`config.mk`:
```
export PLATFORM = sky130hd
export DESIGN_NAME = fms_unit
export DESIGN_NICKNAME = d
export VERILOG_FILES = /design/src/rtl/fms_pkg.sv /design/src/rtl/fms_fa.sv /design/src/rtl/fms_pp.sv /design/src/rtl/fms_csa.sv /design/src/rtl/fms_cpa.sv /design/src/rtl/fms_core.sv /design/src/rtl/fms_unit.sv
export SDC_FILE = /design/constraint.sdc
export NUM_CORES = 1
export LEC_CHECK = 0
export ABC_AREA = 1
export ABC_CLOCK_PERIOD_IN_PS = 3650
export CORE_MARGIN = 2
export CORE_UTILIZATION = 45
export CTS_BUF_LIST = sky130_fd_sc_hd__clkbuf_16
export CTS_CLUSTER_SIZE = 25
export DETAILED_ROUTE_END_ITERATION = 8
export DONT_BUFFER_PORTS = 1
export PLACE_DENSITY_LB_ADDON = 0.08
export SYNTH_ARGS = -nofsm -noshare
export SYNTH_HDL_FRONTEND = slang
export SYNTH_SLANG_ARGS = --single-unit
```
`constraint.sdc`:
```
create_clock -name clk -period 3.65 [get_ports clk]
set_input_delay 0.73 -clock clk [delete_from_list [all_inputs] [get_ports clk]]
set_output_delay 0.73 -clock clk [all_outputs]
set_load 0.01 [all_outputs]
```
`src/rtl/fms_pkg.sv`:
```
// Package: shared widths and types for the fused multiply-subtract unit.
// Assumes: the carry-save tree in fms_core is laid out for OPW operand bits,
// which gives OPW+1 addend rows plus one carry-in.
package fms_pkg;
    localparam int unsigned OPW   = 4;
    localparam int unsigned RESW  = 2 * OPW + 1;
    localparam int unsigned NROWS = OPW + 1;

    typedef logic [OPW-1:0]  opnd_t;
    typedef logic [RESW-1:0] res_t;

    // Behavioural reference, modulo 2^RESW; used only by assertions.
    function automatic res_t fms_ref(input opnd_t x, input opnd_t y, input opnd_t z);
        res_t xe, ye, ze;
        xe = res_t'(x);
        ye = res_t'(y);
        ze = {{(RESW-OPW){z[OPW-1]}}, z};
        return res_t'(xe * ye - ze);
    endfunction
endpackage

```
`src/rtl/fms_fa.sv`:
```
// Module: single-bit full adder.
// Assumes: nothing; pure combinational cell.
module fms_fa (
    input  logic a,
    input  logic b,
    input  logic ci,
    output logic s,
    output logic co
);
    // Sum and majority carry.
    always_comb begin
        s  = a ^ b ^ ci;
        co = (a & b) | (a & ci) | (b & ci);
    end
endmodule

```
`src/rtl/fms_pp.sv`:
```
// Module: partial-product AND array. Row k holds (x AND y[k]) shifted left by k,
// zero-extended to W bits.
// Assumes: operands unsigned, W >= 2*N.
module fms_pp #(
    parameter int unsigned N = 4,
    parameter int unsigned W = 2 * N + 1
) (
    input  logic [N-1:0]        x,
    input  logic [N-1:0]        y,
    output logic [N-1:0][W-1:0] rows
);
    for (genvar k = 0; k < N; k++) begin : g_row
        logic [N-1:0] gated;
        // Gate the multiplicand by one multiplier bit.
        always_comb gated = x & {N{y[k]}};
        // Place the gated bits at weight 2^k.
        always_comb rows[k] = W'(gated) << k;
    end
endmodule

```
`src/rtl/fms_csa.sv`:
```
// Module: one carry-save row of W bit-slices. It compresses three vectors into
// a sum vector and a carry vector. The carry vector is shifted left by one
// position, and its free bit 0 takes lsb_in.
// Assumes: results wrap modulo 2^W; the carry out of the top slice is dropped.
module fms_csa #(
    parameter int unsigned W = 9
) (
    input  logic [W-1:0] a,
    input  logic [W-1:0] b,
    input  logic [W-1:0] c,
    input  logic         lsb_in,
    output logic [W-1:0] s,
    output logic [W-1:0] cy
);
    logic [W-1:0] co;

    for (genvar i = 0; i < W; i++) begin : g_bit
        if (i < W - 1) begin : g_fa
            fms_fa u_fa (.a(a[i]), .b(b[i]), .ci(c[i]), .s(s[i]), .co(co[i+1]));
        end else begin : g_top
            // Top slice: the carry would leave the word, so only the sum is formed.
            always_comb s[i] = a[i] ^ b[i] ^ c[i];
        end
    end

    // Shifted carries, with the injected bit at weight 1.
    always_comb co[0] = lsb_in;
    always_comb cy = co;

    // The row keeps the arithmetic value of its inputs.
    always_comb begin
        logic [W-1:0] lhs, rhs;
        lhs = s + cy;
        rhs = a + b + c + W'(lsb_in);
        assert_csa_conserve_R1: assert (lhs == rhs);
    end
endmodule

```
`src/rtl/fms_cpa.sv`:
```
// Module: W-bit ripple carry-propagate adder. This is the only carry chain in
// the datapath.
// Assumes: result wraps modulo 2^W.
module fms_cpa #(
    parameter int unsigned W = 9
) (
    input  logic [W-1:0] a,
    input  logic [W-1:0] b,
    output logic [W-1:0] s
);
    logic [W-1:0] c;

    // No carry enters the bottom slice.
    always_comb c[0] = 1'b0;

    for (genvar i = 0; i < W; i++) begin : g_bit
        if (i < W - 1) begin : g_fa
            fms_fa u_fa (.a(a[i]), .b(b[i]), .ci(c[i]), .s(s[i]), .co(c[i+1]));
        end else begin : g_top
            // Top slice: sum only, the carry out is discarded.
            always_comb s[i] = a[i] ^ b[i] ^ c[i];
        end
    end

    // The ripple result equals the word sum.
    always_comb begin
        logic [W-1:0] ref_sum;
        ref_sum = a + b;
        assert_cpa_sum_R1: assert (s == ref_sum);
    end
endmodule

```
`src/rtl/fms_core.sv`:
```
// Module: combinational X*Y - Z. The four partial-product rows and the inverted,
// sign-extended Z row are reduced by a three-level carry-save tree. The "+1" of
// the negation enters the free bit 0 of a first-level carry vector. One ripple
// adder finishes the sum.
// Assumes: fms_pkg::OPW == 4, which gives the fixed five-row tree below.
module fms_core
    import fms_pkg::*;
(
    input  opnd_t x,
    input  opnd_t y,
    input  opnd_t z,
    output res_t  f
);
    localparam int unsigned N = OPW;
    localparam int unsigned W = RESW;

    logic [N-1:0][W-1:0] pp;
    res_t zinv;
    res_t s1a, c1a, s1b, c1b, s2, c2, s3, c3;

    fms_pp #(.N(N), .W(W)) u_pp (.x(x), .y(y), .rows(pp));

    // Ones' complement of Z, sign-extended; +1 is added inside the tree.
    always_comb zinv = ~{{(W-N){z[N-1]}}, z};

    // Level 1: two rows in parallel; the second carries the negation's +1.
    fms_csa #(.W(W)) u_l1a (.a(pp[0]), .b(pp[1]), .c(pp[2]), .lsb_in(1'b0),
                            .s(s1a), .cy(c1a));
    fms_csa #(.W(W)) u_l1b (.a(pp[3]), .b(zinv), .c('0), .lsb_in(1'b1),
                            .s(s1b), .cy(c1b));
    // Level 2: four vectors down to three.
    fms_csa #(.W(W)) u_l2 (.a(s1a), .b(c1a), .c(s1b), .lsb_in(1'b0),
                           .s(s2), .cy(c2));
    // Level 3: three vectors down to two.
    fms_csa #(.W(W)) u_l3 (.a(s2), .b(c2), .c(c1b), .lsb_in(1'b0),
                           .s(s3), .cy(c3));
    // Final carry-propagate stage.
    fms_cpa #(.W(W)) u_cpa (.a(s3), .b(c3), .s(f));

    // The signed result stays inside the reachable range.
    always_comb begin
        assert_range_R5: assert ($signed(f) >= -7 && $signed(f) <= 233);
    end
endmodule

```
`src/rtl/fms_unit.sv`:
```
// Module: top level. Registers the operands, evaluates fms_core in one cycle,
// and registers the result.
// Assumes: synchronous active-low reset; a new operand set may arrive every cycle.
module fms_unit
    import fms_pkg::*;
(
    input  logic                clk,
    input  logic                rst_n,
    input  logic [OPW-1:0]      x_i,
    input  logic [OPW-1:0]      y_i,
    input  logic [OPW-1:0]      z_i,
    output logic [RESW-1:0]     f_o
);
    opnd_t xq, yq, zq;
    res_t  f_comb, f_q;
    logic [1:0] warm;

    // Capture the operands.
    always_ff @(posedge clk) begin
        if (!rst_n) begin
            xq <= '0;
            yq <= '0;
            zq <= '0;
        end else begin
            xq <= x_i;
            yq <= y_i;
            zq <= z_i;
        end
    end

    fms_core u_core (.x(xq), .y(yq), .z(zq), .f(f_comb));

    // Capture the result.
    always_ff @(posedge clk) begin
        if (!rst_n) f_q <= '0;
        else        f_q <= f_comb;
    end

    always_comb f_o = f_q;

    // Count non-reset edges so the latency check waits for a full pipeline.
    always_ff @(posedge clk) begin
        if (!rst_n) warm <= '0;
        else        warm <= {warm[0], 1'b1};
    end

    // Reset clears the result.
    assert_reset_zero_R7: assert property (@(posedge clk)
        !rst_n |=> (f_o == '0));

    // Result equals the reference of the operands two edges earlier.
    assert_latency_R6: assert property (@(posedge clk) disable iff (!rst_n)
        warm[1] |-> (f_o == fms_ref($past(x_i, 2), $past(y_i, 2), $past(z_i, 2))));

    // With a zero factor the result is exactly the negated subtrahend.
    assert_neg_only_R8: assert property (@(posedge clk) disable iff (!rst_n)
        (warm[1] && ($past(x_i, 2) == '0 || $past(y_i, 2) == '0)) |->
        (f_o == res_t'(-{{(RESW-OPW){$past(z_i[OPW-1], 2)}}, $past(z_i, 2)})));
endmodule

```
---- Word level (Yosys, flattened, before mapping) ----
Index checks and enable logic that the tools add are counted.
storage, ports and cells
  bits in registers ....................... 21
  bits in latches ......................... 0
  memory bits (writable) .................. 0
  ROM bits ................................ 0
  output and inout port bits .............. 9
  memories kept ........................... 0
operators by class
  add/subtract/negate cells ............... 0
  $mul .................................... 0
  div/mod/pow operators ................... 0
  order comparisons ....................... 0
  equality and inequality tests ........... 0
  shifts and indexed selects .............. 0
  mux-type cells .......................... 0
  bitwise operators ....................... 139
  reductions and logical operators ........ 0
operator list
  cell         count
  $and 1x1->1  58
  $xor 1x1->1  45
  $or 1x1->1   30
  $and 4x4->4  4
  $not 9->9    1
  $not 1->1    1

---- Depth between registers and ports, before layout ----
  depth after elaboration ................. 25
  mapped depth ............................ 17
  gate-level depth less buffers ........... 17

---- Cells and area by module ----
Synthesis repeated with hierarchy kept, for this count alone.
second synthesis, totals
  cells, all modules ...................... 214
  area, all modules ....................... 1906.8 µm²
modules (own cells, without submodules)
  module    instances  cells each  area an instance (µm²)  seq. area each (µm²)
  fms_fa    40         1           20.0                    0.0
  fms_unit  1          65          600.6                   420.4
  fms_pp    1          53          274.0                   0.0
  fms_csa   4          10          42.5                    0.0
  fms_cpa   1          10          38.8                    0.0
  fms_core  1          6           22.5                    0.0

---- Least setup slack after synthesis ----
OpenSTA, ideal clock, no wires.
  kind .................................... flip-flop to flip-flop
  from .................................... reg xq[2]
  to ...................................... reg f_q[7] (netlist: f_o[7])
  library setup time ...................... 0.109 ns
  arrival ................................. 3.767 ns
  path slack .............................. -0.226 ns
  cell stages (with the launch flop) ...... 16
  cells stage by stage .................... dfxtp_1 nand2_1 inv_1 fa_1 fa_1 ha_1 inv_1 fa_1 fa_1 fa_1 inv_1 fa_1 fa_1 fa_1 nand2_1 inv_1
on the way
  word-level cells in the longest chain between the ends .. 22
  elaborated cells on any way between the ends .. 98
  classes of those cells .................. 98 x bitwise
RTL lines
  item                       line            source
  start, declared            fms_unit.sv:14  opnd_t xq, yq, zq;
  start signal, assigned     fms_unit.sv:25  xq <= x_i;
  $and 4x4->4                fms_pp.sv:15    always_comb gated = x & {N{y[k]}};
  $xor 1x1->1 (5 in series)  fms_fa.sv:12    s = a ^ b ^ ci;
  $and 1x1->1                fms_fa.sv:13    co = (a & b) | (a & ci) | (b & ci);
  $or 1x1->1 (2 in series)   fms_fa.sv:13
  $and 1x1->1                fms_fa.sv:13
  $or 1x1->1 (2 in series)   fms_fa.sv:13
  $and 1x1->1                fms_fa.sv:13
  $or 1x1->1 (2 in series)   fms_fa.sv:13
  $and 1x1->1                fms_fa.sv:13
  $or 1x1->1 (2 in series)   fms_fa.sv:13
  $and 1x1->1                fms_fa.sv:13
  $or 1x1->1 (2 in series)   fms_fa.sv:13
  $xor 1x1->1 *              fms_fa.sv:12
  named net f_comb[7]        fms_unit.sv:15  res_t f_comb, f_q;
  end signal, assigned       fms_unit.sv:36  else f_q <= f_comb;
  end, declared              fms_unit.sv:15
Mark *: on every way through the listed nets, which the timed path passes. The rest lies on a longest branch.
A chain may end at the register's enable or synchronous reset.

---- Worst setup path in the final report ----
Ends and elaborated chain as after synthesis.

==> flow_metrics.tcl <==
set metrics [dict create \
    n_antenna_cell 0 \
    critical_path.endpoint_type "register" \
    hold_depth 3 \
    worstRegToRegCells 15 \
    reg2reg_from "xq[2]" \
    clk_latency_ps 250 \
    synthTopCellsByArea "dfxtp_1, fa_1, inv_1" \
    post_drt_wl_per_cell_um 9.30 \
    powerDensity_nw_per_um2 436 \
    crit_type "reg2reg" \
    routed.top_layer "met4" \
    nNetsFinal 192 \
    worstPathArrival_ps 3940 \
    outcome "finished with violations" \
    antenna_found_initial 0 \
    cts.sinks 21 \
    grt_pass1_vias 839 \
    ys_top_cells_by_count "inv_1, nand2_1, dfxtp_1" \
    drive_gt1_frac 0.213 \
    synth_top_area_frac 0.338 \
    start_util 0.463 \
    die_h_um 56.5 \
    fp-row-count 19 \
    dpl_worst_slack_ps -186 \
    rsz0062_at_grt "true" \
    final_antenna_net_count 0 \
    path_clk_slew_ps 60 \
    ctsRootBufferMaster "clkbuf_16" \
    r2r_end "f_o[7]" \
    synthCells 140 \
    cap_violations 0 \
    required_ps 3800 \
    synth.avg_cell_area_sq_um 8.87 \
    r2r_slack_ps -140 \
    post-dp-hpwl_mm 1.47 \
    yosys.area.top_type "dfxtp_1" \
    skew_ps 1.29 \
    p_leak_nw 0.860 \
    violations "setup timing" \
    ys_types 9 \
    vias 784 \
    wl_met3_um 65 \
    yosysMostFrequentCell "inv_1" \
    gp_congestion 0.802 \
    fmax_mhz 264 \
    synth_edf_count 0 \
    yosys_register_bits 21 \
    design_area_sq_um 1420 \
    grt.total_usage 0.131 \
    final_util 0.528 \
    core-area_sq_um 2690 \
    io_buffers 0 \
    fin_crit_sh 1.04 \
    ys_warn_count 0 \
    setup_ws_ps -137 \
    clockBufferDepth 2 \
    die_w_um 56.5 \
    drc 0 \
    area_delta_synth_final_pct 14.2 \
    peakVddDrop_v 0.000346 \
    dr.pass1.iters 3 \
    slew_violations 0 \
    routed_wirelength_mm 1.68 \
    grt_pass1_wl_mm 3.24 \
    vias_per_cell 4.33 \
    wl_met1_um 686 \
    setup-violations-final 1 \
    synthFlopType "dfxtp_1" \
    hold_ws_ps 570 \
    dieArea_sq_um 3200 \
    synth_area_sq_um 1240 \
    grt_max_degree 19 \
    finalCriticalPeriod_ps 3790 \
    crit_chain "nand2_2 -> inv_2 -> fa_1 -> fa_1 -> ha_1 -> inv_2 -> fa_2 -> fa_2 -> fa_2 -> inv_2 -> fa_2 -> fa_2 -> fa_2 -> nand2_1 -> inv_1" \
    synth_seq_area_share 0.338 \
    async_flop_share 0 \
    grt.overflow.total 0 \
    wl_met2_um 924 \
    drt_iter0_markers 5 \
    numCtsBuffers 3 \
    synth_nets 181 \
    critPathMaxStageDelay_ps 550 \
    crit_top_cell "fa_2" \
    crit_fanout 2 \
    post_dp_cell_area_sq_um 1320 \
    hold_viol_final 0 \
    cts_tree "done" \
    min_from "zq[0]" \
    min_path_type "reg2reg" \
    startpoint_type "register" \
    relSlewSlack 0.868 \
    whs_endpoint "f_o[0]" \
    worst_slew_pin_slew_ps 198 \
    cpMaxStageDelayCell "fa_1" \
    io_pins 23 \
    ctsHtreeMaxLevel 1 \
]
where the power goes:
group	switching [W]	leakage, nW	internal (W)
Sequential	0.0000197	0.176	0.000258
Combinational	0.0000595	0.643	0.0000539
Clock	0.0000804	0.0409	0.000147
flip-flops by register name, indices dropped and copies added (netlist names):
register and cells:
zq 4, xq 4, yq 4, f_o 9
final cells by class:
type | count | area [sq um]
fillers | 263 | 1270
multi-input cells | 67 | 628
flip-flops and latches | 21 | 424
inverters | 50 | 188
clock buffers | 3 | 75.1
repair buffers | 8 | 60.1
well taps | 31 | 38.8
clock inverters | 1 | 5.00
kinds of logic after synthesis:
logic type	share of synthesized area
adder cells (fa/ha/maj)	0.363
flip-flops	0.338
AND/OR/NAND/NOR	0.123
buffers and inverters	0.176
layout by cell type (no fill, tap or decap), drive strengths merged:
master / synthesis / routed
inv: 50 / 50
nand2: 34 / 34
dfxtp: 21 / 21
fa: 15 / 15
ha: 12 / 12
buf: 2 / 8
nor2: 6 / 6
clkbuf: 0 / 3
clkinv: 0 / 1
metal layers:
layer  track usage  up-vias
met5             0        -
met4        0.0408        0
met3        0.0276        2
met2         0.248       14
met1         0.142      366
li1              -      402
worst max-delay path: cells and delay by family (launching register included):
kind                     cells  cell delay (ps)
AND/OR/NAND/NOR              2              130
buffers and inverters        4              170
adder cells (fa/ha/maj)      9             3070
flip-flops                   1              320
metrics by stage:
stage	setup TNS, ps	total power [W]	instances
3_3_place_gp	-212	0.000389	176
5_1_grt	-399	0.000663	181
2_1_floorplan	-108	0.000372	140
6_report	-137	0.000618	181
4_1_cts	-188	0.000627	180
3_5_place_dp	-295	0.000394	176
worst max-delay path by stage:
| stage | to | cells past startpoint | start | slack (ps) |
|---|---|---|---|---|
| after floorplan | f_o[7] | 15 | xq[0] | -110 |
| after global placement | f_o[7] | 15 | xq[0] | -140 |
| after detailed placement | f_o[7] | 15 | xq[0] | -190 |
| after CTS | f_o[7] | 15 | xq[2] | -140 |
| after global routing | f_o[7] | 15 | yq[0] | -250 |
| final | f_o[7] | 15 | xq[2] | -140 |
what timing repair did:
| action | in CTS | in global routing |
|---|---|---|
| cloned | 0 | 0 |
| pin swaps | 4 | 4 |
| hold buffers | 0 | 0 |
| setup endpoints to repair | 3 | 3 |
| setup buffers | 0 | 1 |
| resized for setup | 3 | 10 |
Note: power is estimated with default switching activity, not from simulation.
